==> config.mk <==
export PLATFORM = sky130hd
export DESIGN_NAME = vidctl_regfile
export DESIGN_NICKNAME = d
export VERILOG_FILES = /design/src/rtl/vidctl_pkg.sv /design/src/rtl/vidctl_bus_decode.sv /design/src/rtl/vidctl_capture.sv /design/src/rtl/vidctl_ctrl_regs.sv /design/src/rtl/vidctl_regfile.sv
export SDC_FILE = /design/constraint.sdc
export NUM_CORES = 1
export LEC_CHECK = 0
export BUFFER_PORTS_ARGS = -buffer_cell sky130_fd_sc_hd__buf_2
export CAP_MARGIN = 10
export CORE_ASPECT_RATIO = 2
export CORE_MARGIN = 2
export CORE_UTILIZATION = 48
export CTS_BUF_LIST = sky130_fd_sc_hd__clkbuf_4 sky130_fd_sc_hd__clkbuf_8 sky130_fd_sc_hd__clkbuf_16
export DETAILED_ROUTE_END_ITERATION = 7
export GPL_ROUTABILITY_DRIVEN = 0
export GPL_TIMING_DRIVEN = 1
export PLACE_DENSITY = 0.75
export SETUP_SLACK_MARGIN = 0.5
export SLEW_MARGIN = 10
export SYNTH_ARGS = -nofsm -noshare
export SYNTH_HDL_FRONTEND = slang
export SYNTH_SLANG_ARGS = --single-unit
==> constraint.sdc <==
create_clock -name clk -period 1.53 [get_ports clk]
set_input_delay 0.153 -clock clk [delete_from_list [all_inputs] [get_ports clk]]
set_output_delay 0.153 -clock clk [all_outputs]
set_load 0.01 [all_outputs]
==> src/rtl/vidctl_pkg.sv <==
package vidctl_pkg;

    localparam int BUS_W = 8;
    localparam int PIX_W = 8;
    localparam int DAC_W = 10;
    localparam int NCH   = 3;
    localparam int SBI_W = 3;

    localparam logic [BUS_W-1:0] IDX_PIXCAP = 8'h00;
    localparam logic [BUS_W-1:0] IDX_DACCAP = 8'h01;
    localparam logic [BUS_W-1:0] IDX_SBI    = 8'h02;
    localparam logic [BUS_W-1:0] IDX_IDENT  = 8'h03;
    localparam logic [BUS_W-1:0] IDX_MASK   = 8'h04;
    localparam logic [BUS_W-1:0] IDX_CMD    = 8'h05;

    localparam logic [BUS_W-1:0] IDENT_VAL = 8'h8E;
    localparam logic [BUS_W-1:0] MASK_RST  = 8'hFF;

    localparam int CMD_CAL_BIT  = 0;
    localparam int CMD_SYNC_BIT = 2;

    typedef struct packed {
        logic             ptr_wr;
        logic             ptr_rd;
        logic             dat_wr;
        logic             dat_rd;
        logic [BUS_W-1:0] wdata;
    } bus_evt_t;

    typedef struct packed {
        logic sync_en;
        logic cal;
    } cmd_t;

    function automatic int bytes_for(input int bits);
        return (bits + BUS_W - 1) / BUS_W;
    endfunction

    function automatic logic [BUS_W-1:0] cmd_readback(input cmd_t c);
        logic [BUS_W-1:0] v;
        v = '0;
        v[CMD_CAL_BIT]  = c.cal;
        v[CMD_SYNC_BIT] = c.sync_en;
        return v;
    endfunction

endpackage

==> src/rtl/vidctl_bus_decode.sv <==
module vidctl_bus_decode
    import vidctl_pkg::*;
(
    input  logic             bus_sel,
    input  logic             bus_rd,
    input  logic             bus_wr,
    input  logic             bus_ctl,
    input  logic [BUS_W-1:0] bus_wdata,
    output bus_evt_t         evt
);
    logic wr_ok, rd_ok;

    always_comb begin
        wr_ok      = bus_sel & bus_wr;
        rd_ok      = bus_sel & bus_rd & ~bus_wr;
        evt.ptr_wr = wr_ok & bus_ctl;
        evt.dat_wr = wr_ok & ~bus_ctl;
        evt.ptr_rd = rd_ok & bus_ctl;
        evt.dat_rd = rd_ok & ~bus_ctl;
        evt.wdata  = bus_wdata;
    end
endmodule

==> src/rtl/vidctl_capture.sv <==
module vidctl_capture
    import vidctl_pkg::*;
#(
    parameter int CH_PIX_W = PIX_W,
    parameter int CH_DAC_W = DAC_W
) (
    input  logic                    clk,
    input  logic                    rst,
    input  logic                    cap_en,
    input  logic [NCH*CH_PIX_W-1:0] pix_in,
    input  logic [NCH*CH_DAC_W-1:0] dac_in,
    input  logic                    ptr_wr,
    input  logic                    dat_rd,
    input  logic [BUS_W-1:0]        ptr,
    output logic [BUS_W-1:0]        cap_byte
);
    localparam int PIX_BYTES = bytes_for(NCH * CH_PIX_W);
    localparam int DAC_BYTES = bytes_for(NCH * CH_DAC_W);
    localparam int MAX_BYTES = (PIX_BYTES > DAC_BYTES) ? PIX_BYTES : DAC_BYTES;
    localparam int CNT_W     = (MAX_BYTES > 2) ? $clog2(MAX_BYTES) : 1;
    localparam int PIX_PAD   = PIX_BYTES * BUS_W;
    localparam int DAC_PAD   = DAC_BYTES * BUS_W;
    localparam logic [CNT_W-1:0] PIX_LAST = CNT_W'(PIX_BYTES - 1);
    localparam logic [CNT_W-1:0] DAC_LAST = CNT_W'(DAC_BYTES - 1);

    logic [NCH*CH_PIX_W-1:0] pix_q;
    logic [NCH*CH_DAC_W-1:0] dac_q;
    logic [PIX_PAD-1:0]      pix_pad;
    logic [DAC_PAD-1:0]      dac_pad;
    logic [CNT_W-1:0]        cnt_q;
    logic                    sel_pix, sel_dac;

    for (genvar c = 0; c < NCH; c++) begin : g_ch
        always_ff @(posedge clk) begin
            if (rst) begin
                pix_q[c*CH_PIX_W +: CH_PIX_W] <= '0;
                dac_q[c*CH_DAC_W +: CH_DAC_W] <= '0;
            end else if (cap_en) begin
                pix_q[c*CH_PIX_W +: CH_PIX_W] <= pix_in[c*CH_PIX_W +: CH_PIX_W];
                dac_q[c*CH_DAC_W +: CH_DAC_W] <= dac_in[c*CH_DAC_W +: CH_DAC_W];
            end
        end
    end

    assign sel_pix = (ptr == IDX_PIXCAP);
    assign sel_dac = (ptr == IDX_DACCAP);
    assign pix_pad = PIX_PAD'(pix_q);
    assign dac_pad = DAC_PAD'(dac_q);

    always_ff @(posedge clk) begin
        if (rst || ptr_wr) begin
            cnt_q <= '0;
        end else if (dat_rd && sel_pix) begin
            cnt_q <= (cnt_q == PIX_LAST) ? '0 : cnt_q + 1'b1;
        end else if (dat_rd && sel_dac) begin
            cnt_q <= (cnt_q == DAC_LAST) ? '0 : cnt_q + 1'b1;
        end
    end

    always_comb begin
        cap_byte = '0;
        if (sel_pix)
            cap_byte = pix_pad[cnt_q*BUS_W +: BUS_W];
        else if (sel_dac)
            cap_byte = dac_pad[cnt_q*BUS_W +: BUS_W];
    end
endmodule

==> src/rtl/vidctl_ctrl_regs.sv <==
module vidctl_ctrl_regs
    import vidctl_pkg::*;
(
    input  logic             clk,
    input  logic             rst,
    input  logic             dat_wr,
    input  logic [BUS_W-1:0] wdata,
    input  logic [BUS_W-1:0] ptr,
    output logic [BUS_W-1:0] mask_q,
    output logic [SBI_W-1:0] sbi_q,
    output cmd_t             cmd_q,
    output logic [BUS_W-1:0] ctrl_byte
);
    always_ff @(posedge clk) begin
        if (rst) begin
            mask_q <= MASK_RST;
            sbi_q  <= '0;
            cmd_q  <= '0;
        end else if (dat_wr) begin
            unique case (ptr)
                IDX_SBI:  sbi_q  <= wdata[SBI_W-1:0];
                IDX_MASK: mask_q <= wdata;
                IDX_CMD: begin
                    cmd_q.cal     <= wdata[CMD_CAL_BIT];
                    cmd_q.sync_en <= wdata[CMD_SYNC_BIT];
                end
                default: ;
            endcase
        end
    end

    always_comb begin
        unique case (ptr)
            IDX_SBI:  ctrl_byte = BUS_W'(sbi_q);
            IDX_MASK: ctrl_byte = mask_q;
            IDX_CMD:  ctrl_byte = cmd_readback(cmd_q);
            default:  ctrl_byte = '0;
        endcase
    end
endmodule

==> src/rtl/vidctl_regfile.sv <==
module vidctl_regfile
    import vidctl_pkg::*;
(
    input  logic             clk,
    input  logic             rst,
    input  logic             bus_sel,
    input  logic             bus_rd,
    input  logic             bus_wr,
    input  logic             bus_ctl,
    input  logic [BUS_W-1:0] bus_wdata,
    output logic [BUS_W-1:0] bus_rdata,
    input  logic             cap_en,
    input  logic [PIX_W-1:0] pix_r,
    input  logic [PIX_W-1:0] pix_g,
    input  logic [PIX_W-1:0] pix_b,
    input  logic [DAC_W-1:0] dac_r,
    input  logic [DAC_W-1:0] dac_g,
    input  logic [DAC_W-1:0] dac_b,
    input  logic             cal_inhibit,
    output logic [BUS_W-1:0] pix_mask,
    output logic [SBI_W-1:0] sbi_ctl,
    output logic             sync_out_en,
    output logic             cal_req
);
    bus_evt_t         evt;
    logic [BUS_W-1:0] ptr_q;
    logic [BUS_W-1:0] cap_byte;
    logic [BUS_W-1:0] ctrl_byte;
    logic [BUS_W-1:0] data_byte;
    cmd_t             cmd_q;

    vidctl_bus_decode u_dec (
        .bus_sel  (bus_sel),
        .bus_rd   (bus_rd),
        .bus_wr   (bus_wr),
        .bus_ctl  (bus_ctl),
        .bus_wdata(bus_wdata),
        .evt      (evt)
    );

    vidctl_capture #(.CH_PIX_W(PIX_W), .CH_DAC_W(DAC_W)) u_cap (
        .clk     (clk),
        .rst     (rst),
        .cap_en  (cap_en),
        .pix_in  ({pix_b, pix_g, pix_r}),
        .dac_in  ({dac_b, dac_g, dac_r}),
        .ptr_wr  (evt.ptr_wr),
        .dat_rd  (evt.dat_rd),
        .ptr     (ptr_q),
        .cap_byte(cap_byte)
    );

    vidctl_ctrl_regs u_ctrl (
        .clk      (clk),
        .rst      (rst),
        .dat_wr   (evt.dat_wr),
        .wdata    (evt.wdata),
        .ptr      (ptr_q),
        .mask_q   (pix_mask),
        .sbi_q    (sbi_ctl),
        .cmd_q    (cmd_q),
        .ctrl_byte(ctrl_byte)
    );

    always_comb begin
        data_byte = cap_byte | ctrl_byte;
        if (ptr_q == IDX_IDENT)
            data_byte = IDENT_VAL;
    end

    always_ff @(posedge clk) begin
        if (rst) begin
            ptr_q     <= '0;
            bus_rdata <= '0;
        end else begin
            if (evt.ptr_wr)
                ptr_q <= evt.wdata;
            if (evt.ptr_rd)
                bus_rdata <= ptr_q;
            else if (evt.dat_rd)
                bus_rdata <= data_byte;
        end
    end

    assign sync_out_en = cmd_q.sync_en;
    assign cal_req     = cmd_q.cal & ~cal_inhibit;
endmodule

==> flow_metrics.tcl, run 1 <==
set metrics [dict create \
    clock_sinks 85 \
    port-buffer-count 90 \
    hold_path_class "input port to flop" \
    p_per_area_mw_per_mm2 984.1 \
    cts_buffers 9 \
    fin_cells 637 \
    routed_wl_um 10630 \
    grt_pass1_wl_um 16460 \
    syn_avg_cell_area_um2 9.208 \
    grt_use_total_pct 25.06 \
    synth_seq_area_share_pct 44.00 \
    vdd_drop_max_mv 0.8670 \
    drt_first_pass_iters 4 \
    crit_path_top_delay_cell "nor4_1" \
    antenna_left 0 \
    required_ps 1780 \
    grt_pass1_vias 3563 \
    area_delta_synth_final_pct 29.89 \
    wl_per_cell_um 16.69 \
    path_buf_inv 3 \
    yosys_warnings 0 \
    die_y_um 130.9 \
    antenna_found_initial 0 \
    yosysUniqueCellTypes 43 \
    fin_util_pct 63.71 \
    hold_ws_ps 45.79 \
    setup_ws_ps -322.9 \
    finClkSkew_ps 7.018 \
    cts_root_buffer "clkbuf_16" \
    setup_viol 23 \
    violations "negative setup slack" \
    ys_ff_latch 85 \
    die_x_um 67.47 \
    fin_crit_sh_pct 121.1 \
    rsz0062_at_grt "yes" \
    hold_viol_final 0 \
    worst_pin_slew_ps 518.3 \
    crit_family "compound AO/OA/AOI/OAI gates" \
    arrival_ps 2100 \
    tritoncts "done" \
    insertedDiodeCount 0 \
    fin_nets 610 \
    clk_pin_slew_ps 60 \
    routed_via_density 5.523 \
    row_count 46 \
    start_util_pct 49.05 \
    crit_path_frequent_cell "buf_4" \
    cp_cell_sequence "buf_4 -> nor4_1 -> buf_4 -> nand2_1 -> buf_4 -> a311oi_1 -> a31oi_1 -> a211oi_1" \
    synth.cell_area_mm2 0.003867 \
    drtIter0Drc 250 \
    netlist_instances 420 \
    grt_max_degree 86 \
    synth_top_area_share_pct 44.00 \
    die_area_mm2 0.008835 \
    worstSetupStartpointType "flop" \
    final_common_cell "buf_2" \
    vias 3518 \
    clockBufferDepth 2 \
    p_leak_nw 2.257 \
    critical_path_class "flop to flop" \
    final_cell_mix "buf_2 (90), nor2_1 (74), dfxtp_1 (74), mux2i_1 (72), nand2_1 (46)" \
    synth_area_leaders "dfxtp_1 (44%), mux2i_1 (19%), nor2_1 (7.3%)" \
    cts_hold_repair.buffers 0 \
    slowest_delay_ps 330 \
    cap_viol_max_count 0 \
    cp-end-kind "flop" \
    ioPinCount 91 \
    core_area_mm2 0.007885 \
    dpl.cell_count 618 \
    final_max_slew_viol_count 0 \
    status "finished with violations" \
    tns_ps -5619 \
    fmax_mhz 539.7 \
    synth_nets 493 \
    grt_overflow 0 \
    pre_cts_ws_ps -245.6 \
    drive_gt1_share_pct 33.83 \
    synth_area_leader_cell "dfxtp_1" \
    crit_fanout 4 \
    relSlewSlack_pct 65.32 \
    hpwl_um 7860 \
    htree_levels 3 \
    drc_errors 0 \
    clock_latency_ps 340 \
    fin_crit_ps 1853 \
]
cell families (layout without fill, tap and decap cells):
kind of cell             count (synthesis)  count (layout)  share of synthesized area [%]
adder cells (fa/ha/maj)                  3               3                         0.9707
AO/OA/AOI/OAI                           62              62                          10.48
flip-flops                              85              85                          44.00
AND/OR/NAND/NOR                        156             156                          17.70
buffers and inverters                   33             154                          4.141
multiplexers                            81              81                          22.71
final timing paths:
path,from,endpoint,slack (ps),depth (start not counted)
setup / recovery,ptr_q[5]$_SDFFE_PP0P_,bus_rdata[1]$_SDFFE_PP0P_,-320,8
hold / removal,bus_wdata[3],u_ctrl.mask_q[3]$_SDFFE_PP1P_,50,3
setup reg to reg,ptr_q[5]$_SDFFE_PP0P_,bus_rdata[1]$_SDFFE_PP0P_,-320,8
hold reg to reg,u_cap.pix_pad[17]$_SDFFE_PP0P_,u_cap.pix_pad[17]$_SDFFE_PP0P_,490,2
registers in the layout (all words and copies together) (netlist names):
| signal | flops |
|---|---|
| u_cap.dac_pad | 30 |
| u_cap.pix_pad | 24 |
| bus_rdata | 8 |
| ptr_q | 8 |
| u_ctrl.mask_q | 8 |
| u_ctrl.sbi_q | 3 |
| u_cap.cnt_q | 2 |
| u_ctrl.cmd_q | 2 |
where the power goes:
group	leakage [nW]	total (W)	internal [W]	switching [W]
clock network	0.134	0.00197	0.00112	0.000849
logic	1.43	0.000603	0.000299	0.000304
registers	0.696	0.00237	0.00231	0.0000596
area by class of cell:
cell class | instances | area [um^2]
clock buffers | 10 | 239.0
clock inverters | 5 | 27.53
fillers | 663 | 2861
inverters | 5 | 18.77
multi-input cells | 302 | 2066
flip-flops and latches | 85 | 1715
well taps | 96 | 120.1
repair buffers | 134 | 837.1
cell usage after synthesis (all sizes together):
master   count
a2111oi      1
a211oi       4
a21oi       21
a221oi       2
a22oi        1
a311oi       1
a31oi        4
a32o         3
a32oi        1
and3         4
buf         19
clkbuf       9
dfxtp       85
ha           3
inv          5
mux2         4
mux2i       72
mux4         5
nand2       51
nand3        5
nand3b       9
nand4        1
nor2        75
nor2b        5
nor3         3
nor3b        1
nor4         1
o211a        1
o211ai       2
o21a         2
o21ai       12
o2bb2ai      4
o31ai        3
or4          1
stage by stage:
step	total power, W	instance area (um^2)
3_5_place_dp	0.002990	4651
6_report	0.004943	5024
4_1_cts	0.004951	4957
5_1_grt	0.005110	5024
2_1_floorplan	0.002740	3891
3_3_place_gp	0.002968	4651
routing by layer:
layer	part of all wire, %	GRT usage [%]	vias to the layer above	wire (um)
li1	-	-	1695	-
met1	36	25.56	1668	3835
met2	55	44.98	119	5869
met3	3.7	3.938	36	394
met4	5.0	16.93	0	534
met5	0	0	-	0
tightest hold or removal path, stage by stage:
cell and delay, ps:
buf_2 90, nand2_1 50, nand3b_1 70
what timing repair did:
item,4_1_cts,5_1_grt
gates resized for setup,6,19
endpoints found under the setup margin,25,32
cloned,0,0
buffers inserted,2,2
pin swaps,14,3
Power figures use the tool's default switching activity.
==> run 2: changes to the inputs <==
ABC_AREA = 1   (was not set)
CORE_UTILIZATION = 49   (was 48)
PLACE_DENSITY = 0.76   (was 0.75)
==> run 2 against run 1 <==
The run now ends clean. Clock skew fell by 1.4 ps. Clock power rose by 13%. Sequential power rose by 2%. Design area rose by 5.2%. Clock-buffer cell count rose by 1. Maximum frequency rose by 29%. Critical path type unchanged. Largest cell class unchanged. Highest routed layer unchanged.
==> flow_metrics.tcl, run 2 <==
set metrics [dict create \
    status "complete, no violations" \
    final_cell_mix "buf_2 (90), nand2_1 (67), nor2_1 (65), o21ai_0 (64), dfxtp_1 (63)" \
    hpwl_um 8423 \
    clockBufferDepth 2 \
    crit_fanout 12 \
    synth_area_leader_cell "dfxtp_1" \
    final_common_cell "buf_2" \
    tritoncts "done" \
    required_ps 1760 \
    finalInstanceArea_mm2 0.005285 \
    drive_gt1_share_pct 35.88 \
    finClkSkew_ps 5.635 \
    drtIter0Drc 263 \
    placedInstanceArea_mm2 0.004564 \
    row_count 46 \
    worstSetupStartpointType "flop" \
    hold_viol_final 0 \
    synth_top_area_share_pct 42.24 \
    final_max_slew_viol_count 0 \
    routed_via_density 5.574 \
    setup_viol 0 \
    die_area_mm2 0.009007 \
    cts_hold_repair.buffers 0 \
    wl_per_cell_um 16.45 \
    arrival_ps 1660 \
    clock_sinks 85 \
    antenna_left 0 \
    fin_nets 709 \
    hold_path_class "input port to flop" \
    antenna_found_initial 0 \
    yosysMostFrequentCell "dfxtp_1" \
    start_util_pct 50.72 \
    area_delta_synth_final_pct 31.18 \
    clock_latency_ps 340 \
    synth_nets 616 \
    worst_pin_slew_ps 463.9 \
    yosys_warnings 0 \
    relSlewSlack_pct 68.91 \
    drt_first_pass_iters 5 \
    register_area_mm2 0.001749 \
    die_y_um 132.2 \
    cp-end-kind "flop" \
    die_x_um 68.12 \
    vias 4108 \
    dpl.cell_count 708 \
    synth_seq_area_share_pct 42.24 \
    fin_crit_ps 1435 \
    cp_cell_sequence "buf_12 -> inv_12 -> nand2_1 -> nand3_2 -> nand2_1 -> a21oi_2 -> nand3b_1 -> nand2_1 -> a21oi_1" \
    p_leak_nw 2.344 \
    final.fill_count 670 \
    synth_flop_cell "dfxtp_1" \
    htree_levels 3 \
    multi_input_area_mm2 0.002115 \
    slowest_delay_ps 380 \
    core_area_mm2 0.007943 \
    netlist_instances 543 \
    ys_top_cells_by_count "dfxtp_1 (85), nand2_1 (76), o21ai_0 (70)" \
    vdd_drop_max_mv 0.7161 \
    grt_pass1_vias 3927 \
    drc_errors 0 \
    yosysUniqueCellTypes 33 \
    cts_buffers 9 \
    p_per_area_mw_per_mm2 1019 \
    crit_path_frequent_cell "nand2_1" \
    ioPinCount 91 \
    grt_pass1_wl_um 18630 \
    routed_wl_um 12130 \
    pre_cts_ws_ps 19.79 \
    port-buffer-count 90 \
    synth_area_leaders "dfxtp_1 (42%), o21ai_0 (8.7%), nand2_1 (7.1%)" \
    clk_pin_slew_ps 60 \
    syn_avg_cell_area_um2 7.420 \
    insertedDiodeCount 0 \
    fin_crit_sh_pct 93.81 \
    ys_ff_latch 85 \
    crit_path_top_delay_cell "dfxtp_4" \
    critical_path_class "flop to flop" \
    rsz0062_at_grt "yes" \
    fin_cells 737 \
    grt_max_degree 77 \
    grt_use_total_pct 27.70 \
    async_flop_share_pct 0 \
    hold_ws_ps 33.02 \
    synth_edf_count 0 \
    grt_overflow 0 \
    tns_ps 0 \
    synth.cell_area_mm2 0.004029 \
    cap_viol_max_count 0 \
    setup_ws_ps 94.74 \
    largest_reg_flops 30 \
    fmax_mhz 696.7 \
    cts_root_buffer "clkbuf_16" \
]
==> run 2: cell count changes after synthesis, moves of 7 or more <==
| cell | delta |
|---|---|
| mux2i_1 | -71 |
| o21ai_0 | +62 |
| inv_1 | +40 |
| a21oi_1 | +34 |
| nand2_1 | +25 |
| nand3_1 | +23 |
| o21ai_1 | +12 |
| nand2_2 | +9 |
| clkbuf_1 | +8 |
| inv_2 | +8 |
| nand3b_1 | -8 |
| a22oi_1 | +7 |
==> run 2: layout make-up <==
type	instances	share of cell area (%)
multi-input combinational	371	40.01
sequential	85	33.10
timing repair buffer	112	13.73
inverter	56	4.924
clock buffer	11	4.664
tap	96	2.273
clock inverter	5	1.136
timing repair inverter	1	0.1657
==> run 2: where the power goes <==
group	switching [W]	internal (W)
Sequential	0.0000819	0.00233
Combinational	0.000466	0.000291
Clock	0.000893	0.00133
==> run 2: worst max-delay path: cells and delay by family, from the launching register on <==
kind	cells	cell delay [ps]
and+or+nand+nor	5	470
AOI/OAI and AO/OA	2	250
buffers and inverters	2	230
DFF	1	380
==> run 2: path summary, 6_finish.rpt <==
kind,start,to,slack [ps],cells after the start
worst min-delay path,dac_b[5],u_cap.dac_pad[25]$_SDFFE_PP0P_,30,3
worst max-delay path,u_cap.cnt_q[0]$_SDFFE_PP0P_,bus_rdata[1]$_SDFFE_PP0P_,90,9
worst max register to register,u_cap.cnt_q[0]$_SDFFE_PP0P_,bus_rdata[1]$_SDFFE_PP0P_,90,9
worst min register to register,u_cap.pix_pad[7]$_SDFFE_PP0P_,u_cap.pix_pad[7]$_SDFFE_PP0P_,450,2
==> run 2: through the flow <==
step | power [W] | util [%]
finish | 0.005384 | 66.54
global route | 0.005575 | 66.54
CTS | 0.005339 | 64.59
detailed placement | 0.003094 | 57.47
global placement | 0.003076 | 57.47
floorplan | 0.002861 | -
==> run 2: cell families (layout without fill, tap and decap cells) <==
| kind of cell | count (synthesis) | after routing | synth area share, % |
|---|---|---|---|
| compound gates | 159 | 159 | 21.09 |
| flops | 85 | 85 | 42.24 |
| fa+ha+maj | 3 | 3 | 0.9318 |
| buf+inv | 87 | 185 | 9.938 |
| mux | 1 | 1 | 0.2485 |
| simple gates | 208 | 208 | 25.56 |
==> run 2: timing repair <==
action,in CTS,in global routing
setup buffers,5,5
pin swaps,16,13
resized for setup,55,32
cloned,2,1
setup endpoints to repair,29,31
==> run 2: metal layers <==
layer	vias to the layer above	track usage, %	routed length (um)
li1	1974	-	-
met1	1876	27.50	4038
met2	186	47.63	6530
met3	72	6.234	685
met4	0	19.89	873
met5	-	0	0
==> run 3: changes to the inputs <==
CORE_UTILIZATION = 58   (was 49)
PLACE_DENSITY = 0.85   (was 0.76)
clock period = 1.75 ns   (was 1.53 ns; I/O delays follow)
==> run 3 against run 2 <==
Die area is 15% lower. Critical path depth shrank 1. Hold slack gained 18 ps. Register-to-register slack improved by 260 ps. Via count down 4.4%. First-iteration DRC count shrank 3.8%. Clock skew is 2.0 ps lower. Sequential share of layout area rose by 1.6 points. Largest cell class unchanged.
==> flow_metrics.tcl, run 3 (synthesized netlist as in run 2, its figures left out) <==
set metrics [dict create \
    drt_first_pass_iters 5 \
    hold_viol_final 0 \
    ioPinCount 91 \
    status "complete, no violations" \
    clock_sinks 85 \
    dr_wl_met3_um 622 \
    power_frac_comb_pct 12.9 \
    finClkSkew_ps 3.679 \
    net-switching-power_w 0.001148 \
    drtIter0Drc 253 \
    relSlewSlack_pct 74.45 \
    slowest_delay_ps 380 \
    drive_gt1_share_pct 30.60 \
    grt_pass1_wl_um 16710 \
    insertedDiodeCount 0 \
    cts_buffers 9 \
    core_area_mm2 0.006833 \
    fin_crit_sh_pct 79.62 \
    hpwl_um 7268 \
    htree_levels 3 \
    cts_root_buffer "clkbuf_16" \
    fmax_mhz 717.7 \
    grt_overflow 0 \
    drc_errors 0 \
    grt_pass1_vias 3702 \
    grt_use_total_pct 27.87 \
    cap_viol_max_count 0 \
    wl_met1_um 4273 \
    required_ps 1980 \
    switching_share_pct 25.09 \
    crit_path_top_delay_cell "dfxtp_4" \
    fin_nets 702 \
    setup_viol 0 \
    critical_path_class "flop to flop" \
    wl_per_cell_um 14.48 \
    start_util_pct 58.96 \
    wl_met2_um 5172 \
    clock_latency_ps 340 \
    port-buffer-count 90 \
    antenna_found_initial 0 \
    p_leak_nw 2.207 \
    p_seq_share_pct 45.8 \
    final_max_slew_viol_count 0 \
    path_buf_inv 1 \
    clockBufferDepth 2 \
    clkPwrFrac_pct 41.2 \
    final_cell_mix "buf_2 (90), dfxtp_1 (76), nand2_1 (71), o21ai_0 (67), nor2_1 (64)" \
    die_x_um 62.94 \
    grt_max_degree 55 \
    highest_layer "met4" \
    crit_path_frequent_cell "nand2_1" \
    area_delta_synth_final_pct 22.92 \
    crit_family "simple AND/OR/NAND/NOR gates" \
    crit_fanout 15 \
    cp_cell_sequence "buf_6 -> nor2_4 -> nand2_1 -> nand2_1 -> a21oi_1 -> nand3b_1 -> nand2_1 -> a21oi_1" \
    routed_via_density 5.423 \
    hold_path_class "input port to flop" \
    largest_reg_flops 30 \
    finalInstanceArea_mm2 0.004952 \
    routed_wl_um 10480 \
    tritoncts "done" \
    cp-end-kind "flop" \
    r2r_slack_ps 360 \
    worst_pin_slew_ps 382.8 \
    arrival_ps 1620 \
    vdd_drop_max_mv 0.6797 \
    worstSetupStartpointType "flop" \
    tns_ps 0 \
    vias 3926 \
    placedInstanceArea_mm2 0.004494 \
    row_count 43 \
    clk_pin_slew_ps 60 \
    die_area_mm2 0.007670 \
    antenna_left 0 \
    p_int_w 0.003427 \
    rsz0062_at_grt "yes" \
    final_common_cell "buf_2" \
    die_y_um 121.9 \
    fin_crit_ps 1393 \
    p_per_area_mw_per_mm2 923.7 \
]
[run 3: cell types whose count changed in the layout (fill, tap and decap cells not counted), sizes merged]
cell / delta
nor2: +1
buf: -6
clkinv: -2
inv: +1
clkbuf: +4
clkinvlp: -4
bufinv: -1
[run 3: tightest hold or removal path: stages]
cell and delay (ps):
buf_2 70, nor2_1 30, nor2_1 80
[run 3: power by group through the flow]
stage / combinational, W / clock (W) / sequential (W)
after CTS: 0.000571 / 0.00190 / 0.00209
after global placement: 0.000531 / 0 / 0.00213
after floorplan: 0.000372 / 0 / 0.00212
after global routing: 0.000660 / 0.00198 / 0.00210
after detailed placement: 0.000540 / 0 / 0.00213
final: 0.000591 / 0.00189 / 0.00210
[run 3: layout make-up]
class,instances,area (um^2)
clock buffer,16,302.8
fill,572,1881
inverter,56,227.7
multi-input combinational,372,1997
sequential,85,1720
tap,90,112.6
timing repair buffer,105,591.8
[run 3: layer usage]
| metal | vias to the layer above | GRT usage, % |
|---|---|---|
| met1 | 1785 | 33.47 |
| li1 | 1957 | - |
| met5 | - | 0 |
| met4 | 0 | 13.89 |
| met3 | 28 | 5.448 |
| met2 | 156 | 47.07 |
[run 3: stage by stage]
step                hold slack (ps)  power [W]  util [%]  setup slack, ps  cells
floorplan                     283.9   0.002490         -            520.5    543
global placement              396.7   0.002661     65.78            132.7    701
detailed placement            400.9   0.002675     65.78            136.1    701
CTS                           50.36   0.004562     72.02            425.2    723
global route                  59.52   0.004747     72.48            271.8    724
finish                        51.34   0.004574     72.48            356.7    724
[run 3: worst paths after layout]
| kind | from | endpoint | cells after the start |
|---|---|---|---|
| worst min register to register | u_cap.pix_pad[7]$_SDFFE_PP0P_ | u_cap.pix_pad[7]$_SDFFE_PP0P_ | 2 |
| worst max register to register | u_cap.cnt_q[0]$_SDFFE_PP0P_ | bus_rdata[1]$_SDFFE_PP0P_ | 8 |
| worst min-delay path | dac_g[9] | u_cap.dac_pad[19]$_SDFFE_PP0P_ | 3 |
| worst max-delay path | u_cap.cnt_q[0]$_SDFFE_PP0P_ | bus_rdata[1]$_SDFFE_PP0P_ | 8 |
[run 3: what timing repair did]
item / CTS / global route
hold buffers: 0 / 0
gates cloned: 1 / 0
pin swaps: 11 / 7
gates resized for setup: 29 / 10
endpoints found under the hold margin: 0 / 0
setup buffers: 5 / 1
endpoints found under the setup margin: 23 / 23
